==> src/rtl/boot_guard_pkg.sv <==
package boot_guard_pkg;
  typedef struct packed {
    logic ns;          // non-secure mode
    logic first_done;  // boot image seen
    logic pl_done;     // first logic bitstream seen
  } mode_t;
endpackage

==> src/rtl/bg_mode_tracker.sv <==
module bg_mode_tracker
  import boot_guard_pkg::*;
#(
  parameter int KEY_W = 2
) (
  input  logic             clk,
  input  logic             por,
  input  logic             locked,
  input  logic             load_stb,
  input  logic             load_pl,
  input  logic             load_enc,
  input  logic [KEY_W-1:0] load_key,
  input  logic             fuse_sec_only,
  output mode_t            st,
  output logic             load_viol,
  output logic             boot_fuse_viol
);
  logic [KEY_W-1:0] key_q;
  logic             take;

  assign take = load_stb && !locked;

  always_comb begin
    load_viol      = 1'b0;
    boot_fuse_viol = 1'b0;
    if (take) begin
      if (!st.first_done)
        boot_fuse_viol = !load_enc && fuse_sec_only;
      else if (st.ns)
        load_viol = load_enc;
      else
        load_viol = (load_enc && (load_key != key_q)) ||
                    (load_pl && !st.pl_done && !load_enc);
    end
  end

  always_ff @(posedge clk) begin
    if (por) begin
      st    <= '0;
      key_q <= '0;
    end else if (take) begin
      if (!st.first_done) begin
        st.first_done <= 1'b1;
        st.ns         <= !load_enc;
        key_q         <= load_key;
      end else if (load_pl) begin
        st.pl_done <= 1'b1;
      end
    end
  end
endmodule

==> src/rtl/bg_tamper.sv <==
module bg_tamper #(
  parameter int DBG_N = 2
) (
  input  logic             fuse_dbg_off,
  input  logic [DBG_N-1:0] dbg_req,
  input  logic             seu_track_en,
  input  logic             seu_flag,
  input  logic             dec_en_a,
  input  logic             dec_en_b,
  input  logic             sw_force_rst,
  input  logic             boot_fuse_viol,
  input  logic             load_viol,
  output logic             trig
);
  localparam int NSRC = 6;
  logic [DBG_N-1:0] dbg_hit;
  logic [NSRC-1:0]  src;

  genvar g;
  generate
    for (g = 0; g < DBG_N; g++) begin : g_dbg
      assign dbg_hit[g] = fuse_dbg_off && dbg_req[g];
    end
  endgenerate

  assign src  = {load_viol, boot_fuse_viol, sw_force_rst,
                 dec_en_a ^ dec_en_b, seu_track_en && seu_flag, |dbg_hit};
  assign trig = |src;
endmodule

==> src/rtl/bg_lock_ctrl.sv <==
module bg_lock_ctrl #(
  parameter int NREQ = 3
) (
  input  logic            clk,
  input  logic            por,
  input  logic            trig,
  output logic            locked,
  output logic [NREQ-1:0] req
);
  always_ff @(posedge clk) begin
    if (por) begin
      locked <= 1'b0;
    end else if (trig) begin
      locked <= 1'b1;
    end
  end

  genvar g;
  generate
    for (g = 0; g < NREQ; g++) begin : g_req
      always_ff @(posedge clk) begin
        if (por) req[g] <= 1'b0;
        else     req[g] <= trig && !locked;
      end
    end
  endgenerate
endmodule

==> src/rtl/boot_guard.sv <==
module boot_guard
  import boot_guard_pkg::*;
#(
  parameter int KEY_W = 2,
  parameter int DBG_N = 2
) (
  input  logic             clk,
  input  logic             por,
  input  logic             load_stb,
  input  logic             load_pl,
  input  logic             load_enc,
  input  logic [KEY_W-1:0] load_key,
  input  logic             fuse_sec_only,
  input  logic             fuse_dbg_off,
  input  logic [DBG_N-1:0] dbg_req,
  input  logic             seu_track_en,
  input  logic             seu_flag,
  input  logic             dec_en_a,
  input  logic             dec_en_b,
  input  logic             sw_force_rst,
  output logic             mode_ns,
  output logic             lockdown,
  output logic             dec_lock,
  output logic             hmac_lock,
  output logic             rsa_lock,
  output logic             clr_ram,
  output logic             clr_cache,
  output logic             pl_reset
);
  localparam int NREQ = 3;
  mode_t           st;
  logic            load_viol, boot_fuse_viol, trig, locked;
  logic [NREQ-1:0] req;

  bg_mode_tracker #(.KEY_W(KEY_W)) u_mode (
    .clk(clk), .por(por), .locked(locked), .load_stb(load_stb),
    .load_pl(load_pl), .load_enc(load_enc), .load_key(load_key),
    .fuse_sec_only(fuse_sec_only), .st(st), .load_viol(load_viol),
    .boot_fuse_viol(boot_fuse_viol)
  );

  bg_tamper #(.DBG_N(DBG_N)) u_tamper (
    .fuse_dbg_off(fuse_dbg_off), .dbg_req(dbg_req), .seu_track_en(seu_track_en),
    .seu_flag(seu_flag), .dec_en_a(dec_en_a), .dec_en_b(dec_en_b),
    .sw_force_rst(sw_force_rst), .boot_fuse_viol(boot_fuse_viol),
    .load_viol(load_viol), .trig(trig)
  );

  bg_lock_ctrl #(.NREQ(NREQ)) u_lock (
    .clk(clk), .por(por), .trig(trig), .locked(locked), .req(req)
  );

  assign mode_ns   = st.ns;
  assign lockdown  = locked;
  assign dec_lock  = st.ns | locked;
  assign hmac_lock = st.ns | locked;
  assign rsa_lock  = locked;
  assign clr_ram   = req[0];
  assign clr_cache = req[1];
  assign pl_reset  = req[2];
endmodule

==> config.mk <==
export PLATFORM = sky130hd
export DESIGN_NAME = boot_guard
export DESIGN_NICKNAME = d
export VERILOG_FILES = /design/src/rtl/boot_guard_pkg.sv /design/src/rtl/bg_mode_tracker.sv /design/src/rtl/bg_tamper.sv /design/src/rtl/bg_lock_ctrl.sv /design/src/rtl/boot_guard.sv
export SDC_FILE = /design/constraint.sdc
export NUM_CORES = 1
export LEC_CHECK = 0
export BUFFER_PORTS_ARGS = -buffer_cell sky130_fd_sc_hd__buf_2
export CORE_AREA = 3 3 40 42
export CTS_BUF_LIST = sky130_fd_sc_hd__clkbuf_4 sky130_fd_sc_hd__clkbuf_8
export DETAILED_ROUTE_END_ITERATION = 10
export DIE_AREA = 0 0 43 45
export PLACE_DENSITY = 0.51
export SYNTH_ARGS = -nofsm -noshare
export SYNTH_HDL_FRONTEND = slang
export SYNTH_SLANG_ARGS = --single-unit
==> constraint.sdc <==
create_clock -name clk -period 3.4 [get_ports clk]
set_clock_uncertainty 0.2 [all_clocks]
set_input_delay 0.34 -clock clk [delete_from_list [all_inputs] [get_ports clk]]
set_output_delay 0.34 -clock clk [all_outputs]
set_load 0.01 [all_outputs]
==> results of run 1 <==
cells in the mapped netlist (2+ instances only):
master	instances
sky130_fd_sc_hd__dfxtp_1	7
sky130_fd_sc_hd__nor2_1	7
sky130_fd_sc_hd__buf_4	4
sky130_fd_sc_hd__a21oi_1	2
sky130_fd_sc_hd__a31oi_1	2
sky130_fd_sc_hd__inv_1	2
sky130_fd_sc_hd__mux2i_1	2
sky130_fd_sc_hd__xor2_1	2
metal layers:
metal  track usage, %  wire (um)  vias to the layer above
li1                 -          -                      179
met1             9.71        294                      145
met2             13.8        329                       20
met3             6.37        106                        0
met4             5.42          0                        0
met5                0          0                        -
metrics by stage:
step	hold slack [ns]	util, %	cell area [um^2]	cells	worst slack, ns
floorplan	0.212	-	348	39	1.91
global placement	0.259	35.2	452	73	1.79
detailed placement	0.264	35.2	452	73	1.77
CTS	0.0897	37.5	482	77	1.80
global route	0.111	37.5	482	77	1.75
finish	0.101	37.5	482	77	1.82
flip-flops by register name, indices dropped and copies added, names as in the netlist:
register,count
u_mode.key_q,2
u_lock.req,1
u_lock.locked,1
u_mode.st,3
power by group:
group	switching [mW]	internal, mW	total [mW]
Clock	0.0291	0.0526	0.0817
Combinational	0.0178	0.0208	0.0387
Sequential	0.00423	0.0873	0.0915
Total	0.0512	0.161	0.212
how the worst max path moves through the flow:
stage / startpoint / endpoint / slack (ns)
6_report: u_lock.locked / dec_lock / 1.82
2_1_floorplan: u_lock.locked / u_lock.locked / 1.91
5_1_grt: u_lock.locked / dec_lock / 1.75
3_3_place_gp: load_key[1] / u_lock.locked / 1.79
4_1_cts: u_lock.locked / dec_lock / 1.80
3_5_place_dp: load_key[1] / u_lock.locked / 1.77
kinds of logic (layout without fill, tap and decap cells):
group | after synthesis | count (layout) | share of synthesized area [%]
and+or+nand+nor | 13 | 13 | 20.5
AOI/OAI and AO/OA | 8 | 8 | 15.1
DFF | 7 | 7 | 40.3
buffers and inverters | 6 | 29 | 10.8
xor gates and xnor gates | 3 | 3 | 7.56
muxes | 2 | 2 | 5.76
cell type report:
type	instances	area [um^2]
clock buffer	4	30.0
fill	152	803
inverter	2	7.51
multi-input combinational	26	170
sequential	7	140
tap	15	18.8
timing repair buffer	23	115
==> impl_results.md, run 1 <==
- Result of the run: finished, final reports clean
- Number of rows created at floorplan: 13
- Core footprint: approximately 1300 um^2
- Top cells by area in the synthesized netlist: sky130_fd_sc_hd__dfxtp_1 40%, sky130_fd_sc_hd__buf_4 8.6%, sky130_fd_sc_hd__nor2_1 7.6%
- Leakage Power: 0.240 nW
- Placer Congestion: about 0.75
- FF+latch count, synth: 7
- Number of maximum-capacitance violations: 0
- Slowest Stage Delay on Critical Path: between 0.3 and 0.4 ns
- Total global routing track utilization: a little under a tenth
- Kind of cell adding the most delay to the critical path: flip-flops
- Achievable clock frequency: approximately 630 MHz
- Final setup violation count: 0
- FF-to-FF Start: u_lock.locked
- Drt wl/cell: about 9.5 um
- Count of vias placed by the detailed router: around 340
- Initial antenna violation count: 0
- Worst max-slew margin expressed relative to the limit: between 80 and 90%
- Clock tree from TritonCTS: done
- Cell area after synthesis: 348 um^2
- Worst path bufs/invs: 1
- Die Y-Extent: 45 um
- Root Driver: sky130_fd_sc_hd__clkbuf_4
- IO Count: 24
- Fraction of the cycle the final worst path needs: 46.4%
- Count of pins over their slew limit: 0
- Ordered list of cells on the worst path: or2_2 -> buf_2
- Worst Hold Launch: load_enc
- Critical Path Stages: 2
- Via count of the first global-routing pass: between 300 and 400
- Commonest cells after routing, fill and taps aside: 23 x sky130_fd_sc_hd__buf_2, 7 x sky130_fd_sc_hd__nor2_1, 7 x sky130_fd_sc_hd__dfxtp_1
- Area delta synth->final: 38.5%
- Vias per cell: 4.47
- Setup repair after global routing missed its margin: no
- Largest vdd supply drop: roughly 0.00017 V
- Detailed-router iteration count before antenna repair: 4
- Post-route total power: ~0.21 mW
- Clock sinks: 7
- Yosys Warn Count: 0
- Routed wire length: between 700 and 800 um
- Reg-to-reg slack, setup: roughly 1.9 ns
- Clock H-tree levels: 1
- Number of distinct library cells after synthesis: 19
- Full die area: just under 2000 um^2
- Number of buffers on the longest clock path: 2
- Actual slew at the worst max-slew pin: about 0.23 ns
- Primary flip-flop cell chosen by synthesis mapping: sky130_fd_sc_hd__dfxtp_1
- Synth Area per Inst: roughly 8.9 um^2
- Starting utilization of the core area: between 20% and 30%
- Buffer count from post-CTS setup fixing: 0
- Post-layout min period: between 1.5 and 2 ns
- Power per standard cell area: between 400 and 500 nW/um^2
- Num CTS Buffers: 3
- Sequential-to-total area share from yosys stat: 40.3%
- Pin count of the biggest net entering global routing: 8
- Critical path capture point type: output port
- DIE WIDTH: roughly 43 um
- Synthesized net count: 55
- Clock transition time at the flip-flop clock pins of the worst setup and hold paths: around 0.05 ns
- Number of buffer cells added on primary ports: 23
- Proportion of netlist area held by the largest area contributor: about 40%
- Gate count of the mapped netlist: 39
- Length in cells of the worst reg-to-reg path: 4
- Worst hold path cell count: 2
- Post-DRT Antenna Nets: 0
- Final net count: 79
- Hold buffers post-CTS: 0
- Data arrival time of the worst path: between 1 and 1.5 ns
- Hold crit path type: in -> reg
- End of the worst hold path: u_mode.st[2]
- Start-to-end type of the worst setup path: reg -> out
- R2r endpoint: u_lock.locked
- Diode count: 0
- Starting DRT DRC Count: 3
- Nature of the critical path startpoint: flop
- Gr ovfl total: 0
- Critical Path RT: about 2.9 ns
- Worst-skew pair later-pin latency: around 0.25 ns
- Slowest stage cell on the critical path: sky130_fd_sc_hd__dfxtp_1
- Number of DRC violations after detailed routing: 0
- Hold violation count in the final report: 0
- Fraction of layout cells with a size suffix above 1: between 40% and 50%
- Hpwl dp: about 600 um
- Biggest area consumer among synthesized cells: sky130_fd_sc_hd__dfxtp_1
- Post-cts repair resize count: 0
- Share of flip-flops with an asynchronous set or reset after synthesis: 0%
- Peak fanout along the critical path: 6
- Number of enable-type register cells in the synthesized netlist: 0
- Most common library cell in the layout ignoring fill and taps: sky130_fd_sc_hd__buf_2
- First-pass GRT wire length: 1.26 mm
- Total Neg Setup Slack: 0 ns
Power figures use the tool's default switching activity.
==> run 2: changes to the inputs <==
==> constraint.sdc (replaced) <==
create_clock -name clk -period 1.5 [get_ports clk]
set_clock_uncertainty 0.2 [all_clocks]
set_input_delay 0.15 -clock clk [delete_from_list [all_inputs] [get_ports clk]]
set_output_delay 0.15 -clock clk [all_outputs]
set_load 0.01 [all_outputs]
==> impl_results.md, run 2 (same netlist as run 1, synthesis figures left out) <==
- Number of rows created at floorplan: 13 (unchanged)
- Achievable clock frequency: ~660 MHz
- Result of the run: complete, but fails checks
- Count of pins over their slew limit: 0 (unchanged)
- Drt wl/cell: 9.55 um (+0.78%)
- Pin count of the biggest net entering global routing: 8 (unchanged)
- Post-DRT Antenna Nets: 0 (unchanged)
- Number of buffer cells added on primary ports: 23 (unchanged)
- Number of buffers on the longest clock path: 2 (unchanged)
- Commonest cells after routing, fill and taps aside: 22 x sky130_fd_sc_hd__buf_2, 7 x sky130_fd_sc_hd__nor2_1, 6 x sky130_fd_sc_hd__dfxtp_1
- Final setup violation count: 2 (+2)
- Combinational group share of total power: 22.3% (+4.1 points)
- Slowest Stage Delay on Critical Path: 0.48 ns (+0.14 ns)
- Worst hold path cell count: 2 (unchanged)
- Via count of the first global-routing pass: 335 (+3.7%)
- Internal cell power: 0.381 mW (+140%)
- Total net switching power: 0.126 mW (+150%)
- Largest vdd supply drop: 0.000574 V (+230%)
- Gr ovfl total: 0 (unchanged)
- Clock H-tree levels: 1 (unchanged)
- Register bank with the most flops: u_mode.st
- FF-to-FF Start: u_mode.key_q[1]
- Detailed-router iteration count before antenna repair: 1 (-3)
- Hold crit path type: in -> reg
- Hold buffers post-CTS: 4 (+4)
- WHS: -0.0916 ns (-0.193 ns)
- Worst-skew pair later-pin latency: 0.25 ns (about the same)
- Hpwl dp: 597 um (-0.40%)
- IO Count: 24 (unchanged)
- Peak fanout along the critical path: 2 (-4)
- Start-to-end type of the worst setup path: reg -> reg
- Number of DRC violations after detailed routing: 0 (unchanged)
- Leading registers by flop count: u_mode.st (3), u_mode.key_q (2)
- Root Driver: sky130_fd_sc_hd__clkbuf_4
- Violations in the final reports: hold timing, setup timing
- Fraction of the cycle the final worst path needs: 100%
- Critical path capture point type: flop
- Count of vias placed by the detailed router: 373 (+8.4%)
- R2r endpoint: u_lock.locked
- Data arrival time of the worst path: 1.43 ns (+0.39 ns)
- DIE WIDTH: 43 um (unchanged)
- Sequential fraction of design power: 40.3% (-2.9 points)
- Ordered list of cells on the worst path: xor2_1 -> or4_1 -> nand4b_1 -> a41oi_2
- Worst Hold Launch: load_enc
- Full die area: 1940 um^2 (unchanged)
- Largest register FFs: 3 (unchanged)
- Slowest stage cell on the critical path: sky130_fd_sc_hd__or4_1
- Most common library cell in the layout ignoring fill and taps: sky130_fd_sc_hd__buf_2
- Hold violation count in the final report: 1 (+1)
- Reg-to-reg slack, setup: -0.007 ns (-1.90 ns)
- Power per standard cell area: 915 nW/um^2 (+110%)
- Fraction of layout cells with a size suffix above 1: 50.0% (+1.6 points)
- Die Y-Extent: 45 um (unchanged)
- Vias per cell: 4.49 (+0.59%)
- Leakage Power: 0.270 nW (+13%)
- Worst slack at placement: 0.0143 ns (-1.75 ns)
- Worst max-slew margin expressed relative to the limit: 80.4% (-3.8 points)
- Final core utilization: 43.1% (+5.6 points)
- Buffer count from post-CTS setup fixing: 0 (unchanged)
- Setup repair after global routing missed its margin: yes
- Switch share: 24.8% (+0.65 points)
- Total global routing track utilization: 10.1% (+0.84 points)
- Clock transition time at the flip-flop clock pins of the worst setup and hold paths: 0.05 ns (about the same)
- Core footprint: 1280 um^2 (unchanged)
- Final net count: 85 (+7.6%)
- Initial antenna violation count: 0 (unchanged)
- Starting utilization of the core area: 27.1% (unchanged)
- Diode count: 0 (unchanged)
- Starting DRT DRC Count: 0 (-3)
- Nature of the critical path startpoint: flop
- First-pass GRT wire length: 1.32 mm (+5.5%)
- Area delta synth->final: 59.4%
- Placer Congestion: 0.713 (-4.5%)
- Part of the power in the clock network: 37.5% (-1.1 points)
- Post-layout min period: about 1.5 ns
- Clock tree from TritonCTS: done
- Actual slew at the worst max-slew pin: 0.291 ns (+0.0564 ns)
- Routed wire length: 793 um (+8.6%)
- Number of maximum-capacitance violations: 0 (unchanged)
- Length in cells of the worst reg-to-reg path: 4 (unchanged)
- Final Worst Setup Slack: -0.00704 ns (-1.83 ns)
- End of the worst hold path: u_mode.st[2]
- Clock sinks: 7 (unchanged)
- Num CTS Buffers: 3 (unchanged)
- Critical Path RT: 1.42 ns (-1.44 ns)
## run 2: critical path: cells and delay by family (launching register included)
kind,cells,cell delay [ns]
and+or+nand+nor,2,0.62
AOI/OAI and AO/OA,1,0.10
DFF,1,0.32
xor gates and xnor gates,1,0.15
## run 2: worst max-delay path by stage
| stage | slack [ns] | end | from | depth (start not counted) |
|---|---|---|---|---|
| floorplan | 0.008 | u_lock.locked | u_lock.locked | 4 |
| global placement | 0.03 | u_lock.locked | u_mode.key_q[1] | 4 |
| detailed placement | 0.01 | u_lock.locked | u_mode.key_q[1] | 4 |
| CTS | -0.01 | u_lock.locked | u_mode.key_q[1] | 4 |
| global route | -0.07 | u_lock.locked | u_mode.key_q[1] | 4 |
| finish | -0.007 | u_lock.locked | u_mode.key_q[1] | 4 |
## run 2: per-stage QoR
stage	total power, mW	hold WS, ns	setup TNS [ns]	cell area [um^2]	std cells
after global routing	0.543	-0.0876	-0.115	554	83
final	0.507	-0.0916	-0.0113	554	83
after CTS	0.509	-0.0968	-0.0132	538	83
after floorplan	0.267	0.0224	0	348	39
after global placement	0.305	0.171	0	467	75
after detailed placement	0.306	0.169	0	467	75
## run 2: per-layer routing
metal  share of wire (%)  vias to the layer above  routed length [um]  GRT usage (%)
met1                  39                      161                 311           9.98
met3                  13                        4                 100           7.17
met4                 2.9                        0                  23           7.23
li1                    -                      189                   -              -
met2                  45                       19                 358           15.0
met5                   0                        -                   0              0
## run 2: timing repair
action                                  4_1_cts  5_1_grt
endpoints found under the setup margin        1        4
gates resized for setup                       1        3
pin swaps                                     1        1
hold endpoints to repair                      7        1
## run 2: power groups by stage
stage | sequential, mW | combinational (mW) | clock (mW)
final | 0.204 | 0.113 | 0.190
after detailed placement | 0.208 | 0.0977 | 0
after global routing | 0.205 | 0.126 | 0.211
after CTS | 0.204 | 0.107 | 0.198
after global placement | 0.208 | 0.0972 | 0
after floorplan | 0.212 | 0.0543 | 0
## run 2: layout make-up
type,count,area [um^2]
Clock buffer,4,30.0
Fill cell,140,731
Inverter,2,7.51
Multi-Input combinational cell,26,180
Sequential cell,7,141
Tap cell,15,18.8
Timing Repair Buffer,29,176
